<file path="src/rtl/i2cm_stat_pkg.sv">
package i2cm_stat_pkg;
  localparam int unsigned STAT_W   = 9;
  localparam int unsigned B_TXCOMP = 0;
  localparam int unsigned B_RXRDY  = 1;
  localparam int unsigned B_TXRDY  = 2;
  localparam int unsigned B_OVRE   = 6;
  localparam int unsigned B_UNRE   = 7;
  localparam int unsigned B_NACK   = 8;

  // Bits that exist in both status and mask words
  localparam logic [STAT_W-1:0] IMPL_BITS =
      (STAT_W'(1) << B_TXCOMP) | (STAT_W'(1) << B_RXRDY) |
      (STAT_W'(1) << B_TXRDY)  | (STAT_W'(1) << B_OVRE)  |
      (STAT_W'(1) << B_UNRE)   | (STAT_W'(1) << B_NACK);

  // Flags cleared by a status read
  localparam logic [STAT_W-1:0] ERR_BITS =
      (STAT_W'(1) << B_OVRE) | (STAT_W'(1) << B_UNRE) | (STAT_W'(1) << B_NACK);

  localparam logic [STAT_W-1:0] STAT_RST =
      (STAT_W'(1) << B_TXCOMP) | (STAT_W'(1) << B_TXRDY);
endpackage

</file>
<file path="src/rtl/i2cm_rx_flags.sv">
module i2cm_rx_flags (
  input  logic clk,
  input  logic rst_n,
  input  logic ev_rx_byte,
  input  logic host_rhr_rd,
  input  logic host_sr_rd,
  output logic rxrdy_o,
  output logic ovre_o
);
  logic rxrdy_q, rxrdy_d, rxrdy_en;
  logic ovre_q, ovre_d, ovre_en;

  always_comb begin
    // set has priority over the host read
    rxrdy_en = ev_rx_byte | host_rhr_rd;
    rxrdy_d  = ev_rx_byte;
    // overrun: a new byte arrives while the previous is unread
    ovre_d   = ev_rx_byte & rxrdy_q;
    ovre_en  = ovre_d | host_sr_rd;
  end

  always_ff @(posedge clk or negedge rst_n) begin
    if (!rst_n) begin
      rxrdy_q <= 1'b0;
      ovre_q  <= 1'b0;
    end else begin
      if (rxrdy_en) rxrdy_q <= rxrdy_d;
      if (ovre_en)  ovre_q  <= ovre_d;
    end
  end

  assign rxrdy_o = rxrdy_q;
  assign ovre_o  = ovre_q;
endmodule

</file>
<file path="src/rtl/i2cm_tx_flags.sv">
module i2cm_tx_flags (
  input  logic clk,
  input  logic rst_n,
  input  logic ev_tx_need,
  input  logic ev_xfer_start,
  input  logic ev_xfer_done,
  input  logic ev_addr_nack,
  input  logic host_thr_wr,
  input  logic host_sr_rd,
  output logic txcomp_o,
  output logic txrdy_o,
  output logic unre_o,
  output logic nack_o
);
  logic txrdy_q, txrdy_d, txrdy_en;
  logic unre_q, unre_d, unre_en;
  logic nack_q, nack_d, nack_en;
  logic txcomp_q, txcomp_d, txcomp_en;

  always_comb begin
    // holding register emptied by the bus, or forced free on a NACK
    txrdy_d   = (ev_tx_need & ~txrdy_q) | ev_addr_nack;
    txrdy_en  = txrdy_d | host_thr_wr;
    // bus asks for data that the host never supplied
    unre_d    = ev_tx_need & txrdy_q;
    unre_en   = unre_d | host_sr_rd;
    nack_d    = ev_addr_nack;
    nack_en   = nack_d | host_sr_rd;
    // start of a new transfer beats a stop completing in the same cycle
    txcomp_en = ev_xfer_start | ev_xfer_done;
    txcomp_d  = ~ev_xfer_start;
  end

  always_ff @(posedge clk or negedge rst_n) begin
    if (!rst_n) begin
      txrdy_q  <= 1'b1;
      unre_q   <= 1'b0;
      nack_q   <= 1'b0;
      txcomp_q <= 1'b1;
    end else begin
      if (txrdy_en)  txrdy_q  <= txrdy_d;
      if (unre_en)   unre_q   <= unre_d;
      if (nack_en)   nack_q   <= nack_d;
      if (txcomp_en) txcomp_q <= txcomp_d;
    end
  end

  assign txrdy_o  = txrdy_q;
  assign unre_o   = unre_q;
  assign nack_o   = nack_q;
  assign txcomp_o = txcomp_q;
endmodule

</file>
<file path="src/rtl/i2cm_irq_ctrl.sv">
module i2cm_irq_ctrl
  import i2cm_stat_pkg::*;
(
  input  logic              clk,
  input  logic              rst_n,
  input  logic              host_ien_wr,
  input  logic              host_idis_wr,
  input  logic [STAT_W-1:0] host_wdata,
  input  logic [STAT_W-1:0] status_i,
  output logic [STAT_W-1:0] mask_o,
  output logic              irq_o
);
  logic [STAT_W-1:0] mask_q, mask_d, set_v, clr_v;
  logic              mask_en;
  logic              irq_q, irq_d;

  always_comb begin
    set_v   = host_ien_wr  ? (host_wdata & IMPL_BITS) : '0;
    clr_v   = host_idis_wr ? host_wdata : '0;
    mask_en = host_ien_wr | host_idis_wr;
    // clear applied last, so it wins on a shared bit
    mask_d  = (mask_q | set_v) & ~clr_v;
    irq_d   = |(status_i & mask_q);
  end

  always_ff @(posedge clk or negedge rst_n) begin
    if (!rst_n) begin
      mask_q <= '0;
      irq_q  <= 1'b0;
    end else begin
      if (mask_en) mask_q <= mask_d;
      irq_q <= irq_d;
    end
  end

  assign mask_o = mask_q;
  assign irq_o  = irq_q;
endmodule

</file>
<file path="src/rtl/i2cm_event_status.sv">
module i2cm_event_status
  import i2cm_stat_pkg::*;
(
  input  logic              clk,
  input  logic              rst_n,
  input  logic              ev_rx_byte,
  input  logic              ev_tx_need,
  input  logic              ev_xfer_start,
  input  logic              ev_xfer_done,
  input  logic              ev_addr_nack,
  input  logic              host_rhr_rd,
  input  logic              host_thr_wr,
  input  logic              host_sr_rd,
  input  logic              host_ien_wr,
  input  logic              host_idis_wr,
  input  logic [STAT_W-1:0] host_wdata,
  output logic [STAT_W-1:0] status_o,
  output logic [STAT_W-1:0] mask_o,
  output logic              irq_o
);
  logic rxrdy, ovre, txcomp, txrdy, unre, nack;
  logic [STAT_W-1:0] status_w;

  i2cm_rx_flags u_rx (
    .clk         (clk),
    .rst_n       (rst_n),
    .ev_rx_byte  (ev_rx_byte),
    .host_rhr_rd (host_rhr_rd),
    .host_sr_rd  (host_sr_rd),
    .rxrdy_o     (rxrdy),
    .ovre_o      (ovre)
  );

  i2cm_tx_flags u_tx (
    .clk           (clk),
    .rst_n         (rst_n),
    .ev_tx_need    (ev_tx_need),
    .ev_xfer_start (ev_xfer_start),
    .ev_xfer_done  (ev_xfer_done),
    .ev_addr_nack  (ev_addr_nack),
    .host_thr_wr   (host_thr_wr),
    .host_sr_rd    (host_sr_rd),
    .txcomp_o      (txcomp),
    .txrdy_o       (txrdy),
    .unre_o        (unre),
    .nack_o        (nack)
  );

  always_comb begin
    status_w           = '0;
    status_w[B_TXCOMP] = txcomp;
    status_w[B_RXRDY]  = rxrdy;
    status_w[B_TXRDY]  = txrdy;
    status_w[B_OVRE]   = ovre;
    status_w[B_UNRE]   = unre;
    status_w[B_NACK]   = nack;
  end

  i2cm_irq_ctrl u_irq (
    .clk          (clk),
    .rst_n        (rst_n),
    .host_ien_wr  (host_ien_wr),
    .host_idis_wr (host_idis_wr),
    .host_wdata   (host_wdata),
    .status_i     (status_w),
    .mask_o       (mask_o),
    .irq_o        (irq_o)
  );

  assign status_o = status_w;
endmodule

</file>
<file path="config.mk">
export PLATFORM = sky130hd
export DESIGN_NAME = i2cm_event_status
export DESIGN_NICKNAME = d
export VERILOG_FILES = /design/src/rtl/i2cm_stat_pkg.sv /design/src/rtl/i2cm_rx_flags.sv /design/src/rtl/i2cm_tx_flags.sv /design/src/rtl/i2cm_irq_ctrl.sv /design/src/rtl/i2cm_event_status.sv
export SDC_FILE = /design/constraint.sdc
export NUM_CORES = 1
export LEC_CHECK = 0
export BUFFER_PORTS_ARGS = -buffer_cell sky130_fd_sc_hd__buf_2
export CAP_MARGIN = 20
export CORE_MARGIN = 3
export CORE_UTILIZATION = 46
export CTS_BUF_LIST = sky130_fd_sc_hd__clkbuf_4
export DETAILED_ROUTE_END_ITERATION = 8
export HOLD_SLACK_MARGIN = 0.05
export PLACE_DENSITY = 0.93
export SLEW_MARGIN = 15
export SYNTH_ARGS = -nofsm -noshare
export SYNTH_HDL_FRONTEND = slang
export SYNTH_SLANG_ARGS = --single-unit
</file>
<file path="constraint.sdc">
create_clock -name clk -period 1.39 [get_ports clk]
set_input_delay 0 -clock clk [delete_from_list [all_inputs] [get_ports clk]]
set_output_delay 0 -clock clk [all_outputs]
set_load 0.005 [all_outputs]
</file>
==> summary.md <==
| Metric | Value |
|---|---|
| Status | `completed` |
| RSZ-0062 raised after global routing | `false` |
| Reg power frac | `between 50% and 60%` |
| Worst path cell trace | `a21oi_1, a21oi_1, dlygate4sd3_1` |
| Yosys warning count | `0` |
| Largest net degree at the start of global routing | `17` |
| Vias in the first global route | `729` |
| Clock Pin Slew Worst Setup and Hold Paths | `90 ps` |
| Clock network power share | `23.3%` |
| Die Wd | `43.8 µm` |
| Max Root-Sink Buffers | `2` |
| Register bit total from synthesis | `16` |
| Final WL | `2200 µm` |
| # DRC | `0` |
| Synth top area share | `53.4%` |
| Crit end category | `register` |
| Top cells by area, synth | `dfrtp_1 (53%), buf_4 (10%), a21oi_1 (9.2%)` |
| Cells after Synth | `57` |
| First-pass GRT wire length | `between 3000 and 4000 µm` |
| Element type at the critical path start | `register` |
| CTS root buffer | `clkbuf_4` |
| Max Slew Vio Count | `0` |
| Std-Cell Core Area | `1220 µm²` |
| Critical-path maximum fanout | `3` |
| Latest clock arrival within the worst-skew pair | `280 ps` |
| Async set or reset register ratio after synthesis | `between 90% and 100%` |
| Switching power | `around 0.00026 W` |
| PwrDens | `between 900 and 1000 nW/µm²` |
| HPWL Detailed | `1090 µm` |
| Minimum clock period | `1360 ps` |
| Period utilization | `98.0%` |
| First drt pass iteration count | `4` |
| Internal | `approximately 0.00074 W` |
| Max Fclk | `734 MHz` |
| N_diodes | `0` |
| CP Class | `reg -> reg` |
| Hold Violations, Final | `0` |
| P&R area growth vs syn | `67.0%` |
| Logic pwr share | `between 20 and 25%` |
| Port Buffer Count | `36` |
| ANT nets after route | `0` |
| Cell taking the most area after synthesis | `dfrtp_1` |
| Wire per inst | `16.9 µm` |
| Num CTS Buffers | `3` |
| Critical path's most frequent cell | `a21oi_1` |
| Initial antenna violation count | `0` |
| Worst-case vdd ir drop | `0.000685 V` |
| Cell variety after synth | `16` |
| Max-cap viol count | `0` |
| EDFF count, synth | `0` |
| Reg2reg setup slack | `roughly 27 ps` |
| Most frequent cell after synthesis | `dfrtp_1` |
| Routed vias/inst | `5.28` |
| GP Congestion | `0.808` |
| Critical path's largest stage delay | `570 ps` |
| Initial Utilization | `a little over half` |
| Sw Ratio | `25.8%` |
| CP max stage cell | `dlygate4sd3_1` |
| Syn avg cell area | `~12 µm²` |
| Predominant post-synthesis flop cell | `dfrtp_1` |
| Final nets | `139` |
| Synthesized area | `656 µm²` |
| Vias post-DR | `between 600 and 700` |
| Place WS | `550 ps` |
| Initial DRC count | `24` |
| Setup_tns | `0 ps` |
| CTS tree | `yes` |
| Ratio of cells with drive above 1 in the final layout | `37.1%` |
| Rows | `12` |
| GRT overflow | `0` |
| Clk sinks | `16` |
| List of most frequent post-synthesis cells | `dfrtp_1 (14), a21oi_1 (12), buf_4 (9)` |
| Lkg Pwr | `0.562 nW` |
| Die H | `~44 µm` |
| Tot GR Track Use | `26.6%` |
| H-tree Lvls | `1` |
| Hold Path Class | `in -> async` |
| # IOs | `40` |
| Layout Skew | `4.95 ps` |
| Worst EP required | `1550 ps` |
| Critical Path AT | `1520 ps` |
| Final setup vio count | `0` |
| Register area share after synthesis | `61.5%` |
| PnR worst setup slack | `27.4 ps` |
| Total die area | `1910 µm²` |
## per-stage QoR
stage	total power (W)	cells	hold slack, ps	instance area (µm²)	utilization (%)
final	0.00100	130	158	1090	90.0
after global routing	0.00105	130	169	1090	90.0
after CTS	0.000991	130	148	1090	89.7
after detailed placement	0.000686	99	-76.8	788	64.8
after global placement	0.000679	99	-81.5	788	64.8
after floorplan	0.000619	59	-296	663	-
## worst paths after layout
check / startpoint / endpoint / cells past startpoint
min in group clk: ev_xfer_done / u_tx.txcomp_o$_DFFE_PN1P_ / 4
max in group asynchronous: rst_n / u_tx.txrdy_o$_DFFE_PN1P_ / 2
setup reg to reg: u_irq.mask_o[2]$_DFFE_PN0P_ / u_irq.mask_o[2]$_DFFE_PN0P_ / 3
hold reg to reg: u_rx.ovre_o$_DFFE_PN0P_ / u_rx.ovre_o$_DFFE_PN0P_ / 1
hold / removal: rst_n / u_rx.rxrdy_o$_DFFE_PN0P_ / 2
setup / recovery: u_irq.mask_o[2]$_DFFE_PN0P_ / u_irq.mask_o[2]$_DFFE_PN0P_ / 3
## per-layer routing
| layer | global-route usage [%] | up-vias | share of wire, % |
|---|---|---|---|
| met2 | 47.4 | 40 | 51 |
| met5 | 0 | - | 0 |
| li1 | - | 307 | - |
| met1 | 28.8 | 334 | 38 |
| met4 | 8.43 | 0 | 1.9 |
| met3 | 9.96 | 6 | 8.5 |
## kinds of logic after synthesis
kind of cell / synth area share, %
AND/OR/NAND/NOR: 3.43
AO/OA/AOI/OAI: 22.3
flip-flops: 61.5
other: 0.572
buffers and inverters: 12.2
## critical path, delay by kind of cell, from the launching register on
kind	cells	cell delay (ps)
buffers and inverters	1	570
AOI/OAI and AO/OA	2	250
DFF	1	420
## power by group through the flow
stage / Combinational [W] / Clock, W / Sequential (W)
2_1_floorplan: 0.0000768 / 0 / 0.000542
3_3_place_gp: 0.000136 / 0 / 0.000543
3_5_place_dp: 0.000142 / 0 / 0.000545
4_1_cts: 0.000214 / 0.000241 / 0.000537
5_1_grt: 0.000250 / 0.000260 / 0.000543
6_report: 0.000229 / 0.000233 / 0.000539
## layout make-up
type / count / area, µm²
timing repair buffer: 64 / 460
sequential: 16 / 403
multi-input combinational: 31 / 184
fill: 53 / 121
clock buffer: 3 / 22.5
tap: 14 / 17.5
inverter: 2 / 7.51
## cell usage in the layout (no fill, tap or decap), drive strengths merged
cell type and instances:
dfstp 2, or2 1, a21oi 12, nand3 1, dfrtp 14, a22o 2
buf 36, conb 3, nand2 1, a21boi 3, a21o 3, clkbuf 3
inv 2, dlygate4sd3 28, a22oi 3, nor2 2
## repair_timing
item,CTS,global route
hold buffers,28,0
buffers inserted,0,0
setup endpoints to repair,0,1
endpoints found under the hold margin,31,0
resized for setup,0,1
## flip-flops by register name (all words and copies together) (netlist names)
name           flops
u_irq.mask_o       9
u_irq.irq_o        1
u_tx.txcomp_o      1
u_tx.unre_o        1
u_tx.nack_o        1
u_rx.rxrdy_o       1
u_rx.ovre_o        1
u_tx.txrdy_o       1
(Power assumes the default switching activity.)
